==> src/rtl/nlw_pkg.sv <==
package nlw_pkg;
  localparam int DIM_W = 3;
  localparam int NDIM  = 3;
  localparam int IDX_W = DIM_W * NDIM;
  localparam int FLG_W = 4;

  // condition nibble layout
  localparam int FB_LE = 3;
  localparam int FB_GT = 2;
  localparam int FB_EQ = 1;
  localparam int FB_SO = 0;
endpackage

==> src/rtl/nlw_digit.sv <==
module nlw_digit #(
  parameter int W = 3
) (
  input  logic         clk,
  input  logic         rst_n,
  input  logic         clr,
  input  logic         step_in,
  input  logic [W-1:0] lim,
  output logic [W-1:0] cnt,
  output logic         at_end,
  output logic         step_out
);
  logic [W-1:0] cnt_d;
  logic         cnt_en;

  always_comb begin
    at_end   = (cnt == lim);
    step_out = step_in & at_end;
    cnt_en   = clr | step_in;
    if (clr || at_end) cnt_d = '0;
    else               cnt_d = cnt + 1'b1;
  end

  always_ff @(posedge clk or negedge rst_n) begin
    if (!rst_n)      cnt <= '0;
    else if (cnt_en) cnt <= cnt_d;
  end
endmodule

==> src/rtl/nlw_index.sv <==
module nlw_index #(
  parameter int W = 9
) (
  input  logic         clk,
  input  logic         rst_n,
  input  logic         clr,
  input  logic         step,
  input  logic         last,
  output logic [W-1:0] idx
);
  logic [W-1:0] idx_d;
  logic         idx_en;

  always_comb begin
    idx_en = clr | step;
    if (clr || last) idx_d = '0;
    else             idx_d = idx + 1'b1;
  end

  always_ff @(posedge clk or negedge rst_n) begin
    if (!rst_n)      idx <= '0;
    else if (idx_en) idx <= idx_d;
  end
endmodule

==> src/rtl/nlw_flags.sv <==
module nlw_flags
  import nlw_pkg::*;
#(
  parameter int N = NDIM
) (
  input  logic [N-1:0]     at_end,
  output logic [FLG_W-1:0] flags
);
  logic [N-1:0] lvl;

  // lvl[k]: loops 0..k all finish on this element
  for (genvar k = 0; k < N; k++) begin : g_lvl
    assign lvl[k] = &at_end[k:0];
  end

  always_comb begin
    flags        = '0;
    flags[FB_EQ] = lvl[0];
    flags[FB_LE] = (N > 1) ? lvl[(N > 1) ? 1 : 0] : 1'b0;
    flags[FB_GT] = (N > 2) ? lvl[(N > 2) ? 2 : 0] : 1'b0;
    flags[FB_SO] = lvl[N-1];
  end
endmodule

==> src/rtl/nlw_walker.sv <==
module nlw_walker
  import nlw_pkg::*;
(
  input  logic             clk,
  input  logic             rst_n,
  input  logic             start,
  input  logic             adv,
  input  logic [DIM_W-1:0] xext,
  input  logic [DIM_W-1:0] yext,
  input  logic [DIM_W-1:0] zext,
  output logic [IDX_W-1:0] idx,
  output logic [DIM_W-1:0] xcnt,
  output logic [DIM_W-1:0] ycnt,
  output logic [DIM_W-1:0] zcnt,
  output logic [FLG_W-1:0] flags
);
  logic [1:0]       rsync;
  logic             core_rst_n;
  logic [DIM_W-1:0] lim  [NDIM];
  logic [DIM_W-1:0] cnt  [NDIM];
  logic [NDIM-1:0]  at_end;
  logic [NDIM:0]    carry;

  always_ff @(posedge clk or negedge rst_n) begin
    if (!rst_n) rsync <= 2'b00;
    else        rsync <= {rsync[0], 1'b1};
  end
  assign core_rst_n = rsync[1];

  assign lim[0]   = xext;
  assign lim[1]   = yext;
  assign lim[2]   = zext;
  assign carry[0] = adv & ~start;

  for (genvar d = 0; d < NDIM; d++) begin : g_dim
    nlw_digit #(.W(DIM_W)) i_digit (
      .clk      (clk),
      .rst_n    (core_rst_n),
      .clr      (start),
      .step_in  (carry[d]),
      .lim      (lim[d]),
      .cnt      (cnt[d]),
      .at_end   (at_end[d]),
      .step_out (carry[d+1])
    );
  end

  nlw_index #(.W(IDX_W)) i_index (
    .clk   (clk),
    .rst_n (core_rst_n),
    .clr   (start),
    .step  (carry[0]),
    .last  (carry[NDIM]),
    .idx   (idx)
  );

  nlw_flags #(.N(NDIM)) i_flags (
    .at_end (at_end),
    .flags  (flags)
  );

  assign xcnt = cnt[0];
  assign ycnt = cnt[1];
  assign zcnt = cnt[2];
endmodule

==> config.mk <==
export PLATFORM = sky130hd
export DESIGN_NAME = nlw_walker
export DESIGN_NICKNAME = d
export VERILOG_FILES = /design/src/rtl/nlw_pkg.sv /design/src/rtl/nlw_digit.sv /design/src/rtl/nlw_index.sv /design/src/rtl/nlw_flags.sv /design/src/rtl/nlw_walker.sv
export SDC_FILE = /design/constraint.sdc
export NUM_CORES = 1
export LEC_CHECK = 0
export BUFFER_PORTS_ARGS = -buffer_cell sky130_fd_sc_hd__buf_2
export CORE_UTILIZATION = 50
export CTS_CLUSTER_SIZE = 24
export DETAILED_ROUTE_END_ITERATION = 10
export PLACE_DENSITY = 0.9
export SYNTH_ARGS = -nofsm -noshare
export SYNTH_HDL_FRONTEND = slang
export SYNTH_HIERARCHICAL = 1
export SYNTH_SLANG_ARGS = --single-unit
==> constraint.sdc <==
create_clock -name clk -period 3.45 [get_ports clk]
set_clock_uncertainty 0.2 [all_clocks]
set_input_delay 0.1725 -clock clk [delete_from_list [all_inputs] [get_ports clk]]
set_output_delay 0.1725 -clock clk [all_outputs]
set_load 0.02 [all_outputs]
# Word level (Yosys, flattened, before mapping)
# Index checks and enable logic that the tools add are counted.
# word_totals
register_bits,20
latch_bits,0
mem_bits_rw,0
mem_bits_ro,0
in_bits,13
mem_count,0
# op_classes
n_addsub,4
mul,0
n_div,0
magnitude_cmp,0
n_eq_ne,3
n_shift,0
n_mux,4
n_bitwise,8
n_reduce_logical,6
# op_table
op,count
3-bit by 1-bit adder with 3-bit output (second input constant),3
9-bit by 1-bit adder with 9-bit output (second input constant),1
3-bit equality test,3
3-bit two-way mux,3
9-bit two-way mux,1
1-bit bitwise AND,4
1-bit logical OR,4
1-bit bitwise OR,3
3-bit AND reduction,1
2-bit AND reduction,1
1-bit NOT,1

# Longest topological paths before layout
# Gate-level depths: netlist of run 1.
# depth
word_depth,7
ltp_mapped,8
ltp_nobuf,8

# By module
# The synthesis of run 1 kept the hierarchy.
# by_module_without_submodules
module,n_inst,cells_each,area_each_um2
nlw_digit,3,22,207.7
nlw_index,1,44,446.7
nlw_walker,1,4,67.6
nlw_flags,1,4,27.5

# Worst setup path after synthesis of run 1
# Ideal clock, no wire load.
# synth_path
path_type,register to register
from,reg g_dim[0].i_digit.cnt[2]
to,reg i_index.idx[2]
t_arrival_ps,1979
required_ps,3132
setup_slack_ps,1153
stages_incl_launch_ff,9
path_buffers,0
period_less_slack_ps,2297
path_cell_list,dfrtp_1 -> or2_1 -> a211oi_2 -> and2_1 -> and2_1 -> and2_1 -> o21ai_0 -> a21oi_1 -> nor2_1
# synth_via
elab_chain_cells,6
# synth_lines
item,line_no,rtl
start: declaration,nlw_digit.sv:9,"output logic [W-1:0] cnt,"
start signal: assignment,nlw_digit.sv:26,else if (cnt_en) cnt <= cnt_d;
3-bit equality test,nlw_digit.sv:17,at_end = (cnt == lim);
named net at_end[0],nlw_walker.sv:21,logic [NDIM-1:0] at_end;
1-bit bitwise AND,nlw_digit.sv:18,step_out = step_in & at_end;
named net carry[1],nlw_walker.sv:22,logic [NDIM:0] carry;
1-bit bitwise AND,nlw_digit.sv:18,
named net carry[2],nlw_walker.sv:22,
1-bit bitwise AND,nlw_digit.sv:18,
named net carry[3],nlw_walker.sv:22,
1-bit logical OR,nlw_index.sv:16,if (clr || last) idx_d = '0;
9-bit two-way mux,nlw_index.sv:16,
end signal: assignment,nlw_index.sv:22,else if (idx_en) idx <= idx_d;
end: declaration,nlw_index.sv:9,output logic [W-1:0] idx
# The timed path passes the listed nets, and every way through them passes these cells.
# A chain may end at the register's enable or synchronous reset.

# Final worst setup path of run 1
# layout_path
from,reg g_dim[0].i_digit.cnt[2]
to,reg i_index.idx[2]
# layout_via
elab_chain_cells,6
# layout_lines
item,line_no
3-bit equality test,nlw_digit.sv:17
1-bit bitwise AND,nlw_digit.sv:18
named net carry[1],nlw_walker.sv:22
1-bit bitwise AND,nlw_digit.sv:18
named net carry[2],nlw_walker.sv:22
1-bit bitwise AND,nlw_digit.sv:18
named net carry[3],nlw_walker.sv:22
1-bit logical OR,nlw_index.sv:16
9-bit two-way mux,nlw_index.sv:16
# The timed path passes the listed nets, and every way through them passes these cells.

==> impl_results.md, run 1 <==
* Status: completed
* Synth cell count leaders: 20 x dfrtp_1, 10 x a21oi_1, 9 x nand2_1, 8 x o21ai_0, 8 x xor2_1
* H-Tree Depth at 1
* Avg WL per Cell at 13.7 µm
* Clock Power Share at about a quarter
* LEAKAGE at approximately 0.7 nW
* Initial DRC count at 21
* Mapped Nets at between 100 and 150
* Rel. slew slack at between 50% and 60%
* Number of buffers created by CTS at 3
* YS warnings at 6
* Crit path max fanout at 8
* DRC at 0
* Clk_lat worst skew at ~0.29 ns
* Critical Setup Path Class: flip-flop to flip-flop
* Critical Path, Cell by Cell: or2_1 -> a211oi_2 -> and2_1 -> and2_1 -> and2_1 -> o21ai_0 -> a21oi_1 -> nor2_1
* Synth-to-Final Area Change at 20.0%
* DR vias at about 1000
* Worst EP arrival at 2.57 ns
* VDD IR max at roughly 0.24 mV
* Post-synth top area cell: dfrtp_1
* Setup violations, final at 0
* Comb pwr share at approximately an eighth
* Die ar. at between 2000 and 3000 µm²
* Fmax at 0.386 GHz
* CP Buf/Inv Count at 0
* Core Area at between 2000 and 2500 µm²
* Port Buffer Count at 34
* EDFF count, synth at 0
* Top-count cell post-synth: dfrtp_1
* Slowest cell on the critical path: dfrtp_1
* Vias in the first global route at approximately 950
* Post-DP HPWL at between 1500 and 2000 µm
* First-pass GRT wire length at 4080 µm
* Routed wire length at approximately 2500 µm
* P_int at 0.000299 W
* Die height at 50.3 µm
* Post-synth top flop: dfrtp_1
* CTS sink cnt at 20
* Core Rows at 17
* Post-synthesis register bit count at 20
* ANT nets after route at 0
* Detailed Routing Iterations Pass 1 at 6
* Largest net degree at the start of global routing at 23
* Max Cap Violations at 0
* Maximum clock path buffer count at 2
* Root buffer cell: clkbuf_4
* CTS clk-pin slew, worst paths at roughly 0.1 ns
* Final setup TNS at 0 ns
* Total GRT Usage at between 20% and 30%
* Hold Vio Cnt, Final at 0
* CP max stage delay at ~0.43 ns
* Critical path capture point type: flip-flop
* Min cycle time layout at roughly 2.6 ns
* Nets@finish at 174
* Sw Pwr at between 0.0001 and 0.00015 W
* Synthesized area per cell at slightly below 10 µm²
* Post-synth top area share at 43.0%
* Distinct cells, synth at 26
* Startpoint Class: flip-flop
* Post-DP Area at between 1000 and 1500 µm²
* Sw Share at around a quarter
* Fin area at approximately 1400 µm²
* Final worst setup slack at 0.860 ns
* PD cells at 288 nW/µm²
* Ys async rst share at 100%
* Post-synthesis sequential area ratio at between 40% and 50%
* Placement Setup Slack at 0.907 ns
* I/O pins at 35
* Most used cell, CP: and2_1
* Tot Pwr at ~0.00040 W
* Synth top area cells: dfrtp_1 43%, xor2_1 6.0%, nand3b_1 4.5%, a21oi_1 4.3%, ha_1 4.3%
* RSZ-0062 raised after global routing: no
* Initial antenna violation count at 0
* Worst-margin pin slew at 0.716 ns
* Fraction of layout cells with a size suffix above 1 at 28.4%
* Antenna diodes at 0
* Die width at around 50 µm
* Hold crit path type: primary input to flip-flop
* Final hold slack at just under 0.09 ns
* Netlist Area Pre-Place at between 1000 and 1500 µm²
* GP Congestion at approximately 0.82
* Initial Util at between 50% and 60%
* Worst Path Required at approximately 3.4 ns
* Fin crit share at between 70% and 80%
* Synth Instances at ~120
* Fin. max-slew vios at 0
* TritonCTS clock tree: yes
* Via/cell ratio at around 5.7
* GRT overflow at 0
* Reg power frac at 61.1%
* Crit path max-delay family: simple AND/OR/NAND/NOR gates
layout by cell type (no fill, tap or decap):
cell / n
a211oi_2: 3
or3_1: 4
a21oi_1: 10
nor2_1: 7
conb_1: 1
o2111ai_2: 2
buf_2: 34
a21o_2: 1
and2_1: 4
xor2_1: 8
nand2_1: 9
nor2b_4: 1
nand4_1: 2
clkbuf_4: 3
o32ai_1: 3
nand3b_1: 7
o21ai_0: 8
nor3b_1: 1
dlygate4sd3_1: 2
nor4_1: 3
or3b_1: 3
a211oi_1: 3
inv_1: 4
ha_1: 4
and3_1: 4
or2_1: 3
dfrtp_1: 20
nor4bb_1: 1
final timing paths:
| path | cells past startpoint | to | slack, ns | start |
|---|---|---|---|---|
| max | 8 | i_index/idx[2] | 0.86 | g_dim[0].i_digit/cnt[2] |
| min | 2 | i_index/idx[2] | 0.09 | start |
| max reg2reg | 8 | i_index/idx[2] | 0.86 | g_dim[0].i_digit/cnt[2] |
| min reg2reg | 0 | i_index/idx[0] | 0.10 | rsync[1] |
| max in group asynchronous | 3 | rsync[1] | 2.41 | rst_n |
| min in group asynchronous | 0 | i_index/idx[0] | 0.10 | rsync[1] |
worst reg2reg max path: cells and delay by family, from the launching register on:
family | cells | cell delay, ns
simple gates | 5 | 1.18
compound gates | 3 | 0.65
flops | 1 | 0.43
what timing repair did:
action,CTS,global route
endpoints found under the hold margin,2,0
hold buffers,2,0
gates resized for setup,0,0
buffers inserted,0,0
power by group through the flow:
stage               clock [W]  combinational (W)  sequential [W]
floorplan                   0          0.0000255        0.000253
global placement            0          0.0000461        0.000251
detailed placement          0          0.0000491        0.000251
CTS                  0.000109          0.0000511        0.000247
global route         0.000119          0.0000559        0.000248
finish               0.000105          0.0000511        0.000246
cell type report:
class	count	area, µm²
inverter	4	15.0
timing repair buffer	36	190
fill	195	815
sequential	20	500
multi-input combinational	92	634
tap	28	35.0
clock buffer	3	22.5
layer usage:
layer	global-route usage (%)	wire, µm
met1	25.7	1090
met2	38.2	1310
met3	2.73	78
met4	7.14	31
met5	0	0
through the flow:
step	cells	utilization (%)
after floorplan	118	-
after CTS	183	63.2
after global placement	178	61.3
after global routing	183	63.2
final	183	63.2
after detailed placement	178	61.3
cell families after synthesis:
family	synth area share [%]
AOI/OAI and AO/OA	18.5
xor gates and xnor gates	6.02
DFF	43.0
other	0.322
buffers and inverters	2.58
adders and majority gates	4.30
and+or+nand+nor	25.3
sequential cells by signal, indices dropped and copies added (netlist names):
name and cells:
g_dim.i_digit/cnt 9, i_index/idx 9, rsync 2
Power figures use the tool's default switching activity.
==> run 2: changes to the inputs <==
==> constraint.sdc (replaced) <==
create_clock -name clk -period 2.7 [get_ports clk]
set_clock_uncertainty 0.2 [all_clocks]
set_input_delay 0.135 -clock clk [delete_from_list [all_inputs] [get_ports clk]]
set_output_delay 0.135 -clock clk [all_outputs]
set_load 0.02 [all_outputs]
==> impl_results.md, run 2 (synthesis results as in run 1) <==
* Startpoint Class: flip-flop
* Total GRT Usage at 22.8% (+1.6 points)
* ANT nets after route at 0 (unchanged)
* Maximum clock path buffer count at 2 (unchanged)
* CTS clk-pin slew, worst paths at 0.10 ns (about the same)
* Fillcell total at 183 (-6.2%)
* Critical Setup Path Class: flip-flop to flip-flop
* Top layer in use: met4
* Number of buffers created by CTS at 3 (unchanged)
* I/O pins at 35 (unchanged)
* CTS Hold Bufs at 2 (unchanged)
* Min cycle time layout at 2.33 ns (-0.255 ns)
* Crit path max fanout at 8 (unchanged)
* Most common cell after layout, fill and taps aside: buf_2
* PD cells at 368 nW/µm² (+28%)
* Worst EP arrival at 2.31 ns (-0.26 ns)
* Rel. slew slack at 51.0% (-1.3 points)
* Fraction of layout cells with a size suffix above 1 at 29.3% (+0.91 points)
* Avg WL per Cell at 13.4 µm (-2.3%)
* Core Area at 2210 µm² (unchanged)
* First-pass GRT wire length at 4290 µm (+5.1%)
* Critical path capture point type: flip-flop
* TritonCTS clock tree: yes
* Tot Pwr at 0.000520 W (+29%)
* Max Cap Violations at 0 (unchanged)
* Root buffer cell: clkbuf_4
* LEAKAGE at 0.690 nW (+1.5%)
* Largest registers: g_dim.i_digit/cnt (9), i_index/idx (9), rsync (2)
* Initial DRC count at 26 (+24%)
* Setup violations, final at 0 (unchanged)
* Die ar. at 2530 µm² (unchanged)
* Core Rows at 17 (unchanged)
* Post-DP HPWL at 1880 µm (+0.25%)
* Status: completed
* Reg area at 500 µm² (unchanged)
* CTS sink cnt at 20 (unchanged)
* Fin crit share at 86.5% (+11 points)
* Port Buffer Count at 34 (unchanged)
* Fmax at 0.428 GHz (+11%)
* Worst Path Required at 2.68 ns (-0.75 ns)
* Hold crit path type: primary input to flip-flop
* Final setup TNS at 0 ns (unchanged)
* Post-CTS Setup Inserts at 0 (unchanged)
* DR vias at 1070 (+2.1%)
* Initial antenna violation count at 0 (unchanged)
* RSZ-0062 raised after global routing: no
* Initial Util at 52.7% (unchanged)
* GRT overflow at 0 (unchanged)
* DRC at 0 (unchanged)
* Critical Path, Cell by Cell: xor2_1 -> a211oi_2 -> and2_1 -> and2_1 -> and2_1 -> o21ai_0 -> a21oi_1 -> nor2_1
* Nets@finish at 176 (+1.1%)
* Most frequent cells in the layout: 34 x buf_2, 20 x dfrtp_1, 10 x a21oi_1
* Metal3 WL at 100 µm (+28%)
* Via/cell ratio at 5.78 (+1.0%)
* M1 WL at 1020 µm (-6.0%)
* Hold Vio Cnt, Final at 0 (unchanged)
* Worst-margin pin slew at 0.735 ns (+0.0200 ns)
* Detailed Routing Iterations Pass 1 at 4 (-2)
* GP Congestion at 0.814 (-0.80%)
* Met2 routed WL at 1310 µm (+0.31%)
* Vias in the first global route at 986 (+3.5%)
* Antenna diodes at 0 (unchanged)
* Post-cts gate resize count at 0 (unchanged)
* Slowest cell on the critical path: dfrtp_1
* H-Tree Depth at 1 (unchanged)
* Routed wire length at 2480 µm (-1.2%)
* Largest net degree at the start of global routing at 23 (unchanged)
* Die width at 50.3 µm (unchanged)
* VDD IR max at 0.258 mV (+6.3%)
* Synth-to-Final Area Change at 21.3%
* Final hold slack at 0.0484 ns (-0.0389 ns)
* Fin. max-slew vios at 0 (unchanged)
* Die height at 50.3 µm (unchanged)
* Most used cell, CP: and2_1
* Area occupied by multi-input gates at 634 µm² (unchanged)
* Clk_lat worst skew at 0.30 ns (about the same)
* CP max stage delay at 0.45 ns (+0.02 ns)
## run 2: changes by cell type in the layout (fill, tap and decap cells not counted), sizes merged
cell  before  now
buf       34   36
## run 2: final cells by class
type | instances | area share [%]
sequential | 20 | 35.4
multi-input combinational | 92 | 44.9
timing repair buffer | 38 | 14.5
clock buffer | 3 | 1.59
tap | 28 | 2.48
inverter | 4 | 1.06
## run 2: worst paths after layout
check / cells after the start / to / slack, ns / start
worst max-delay path: 8 / i_index/idx[2] / 0.37 / g_dim[0].i_digit/cnt[0]
worst max register to register: 8 / i_index/idx[2] / 0.37 / g_dim[0].i_digit/cnt[0]
worst min register to register: 0 / g_dim[2].i_digit/cnt[2] / 0.11 / rsync[1]
min in group asynchronous: 0 / g_dim[2].i_digit/cnt[2] / 0.11 / rsync[1]
max in group asynchronous: 3 / rsync[1] / 1.69 / rst_n
worst min-delay path: 2 / i_index/idx[2] / 0.05 / start
## run 2: routing by layer
| metal | GRT usage [%] | vias to the layer above |
|---|---|---|
| met5 | 0 | - |
| met4 | 11.4 | 0 |
| met3 | 4.24 | 5 |
| met2 | 39.3 | 24 |
| met1 | 26.7 | 529 |
| li1 | - | 512 |
## run 2: through the flow
stage          area, µm²  instances  utilization, %  setup slack [ns]
6_report            1410        185            63.9             0.366
5_1_grt             1410        185            63.9             0.170
4_1_cts             1410        185            63.9             0.364
3_5_place_dp        1370        180            61.9             0.387
3_3_place_gp        1370        180            61.9             0.490
2_1_floorplan       1160        118               -             0.403
## run 2: report_power, final
group | switching (W) | internal, W | leakage [nW] | total, W
clock | 0.0000860 | 0.0000520 | 0.0138 | 0.000138
sequential | 0.0000104 | 0.000304 | 0.273 | 0.000315
combinational | 0.0000389 | 0.0000284 | 0.403 | 0.0000673
## run 2: worst max-delay path, delay by kind of cell, from the launching register on
kind / cells / cell delay (ns)
XOR/XNOR: 1 / 0.21
AO/OA/AOI/OAI: 3 / 0.50
flip-flops: 1 / 0.45
AND/OR/NAND/NOR: 4 / 0.86
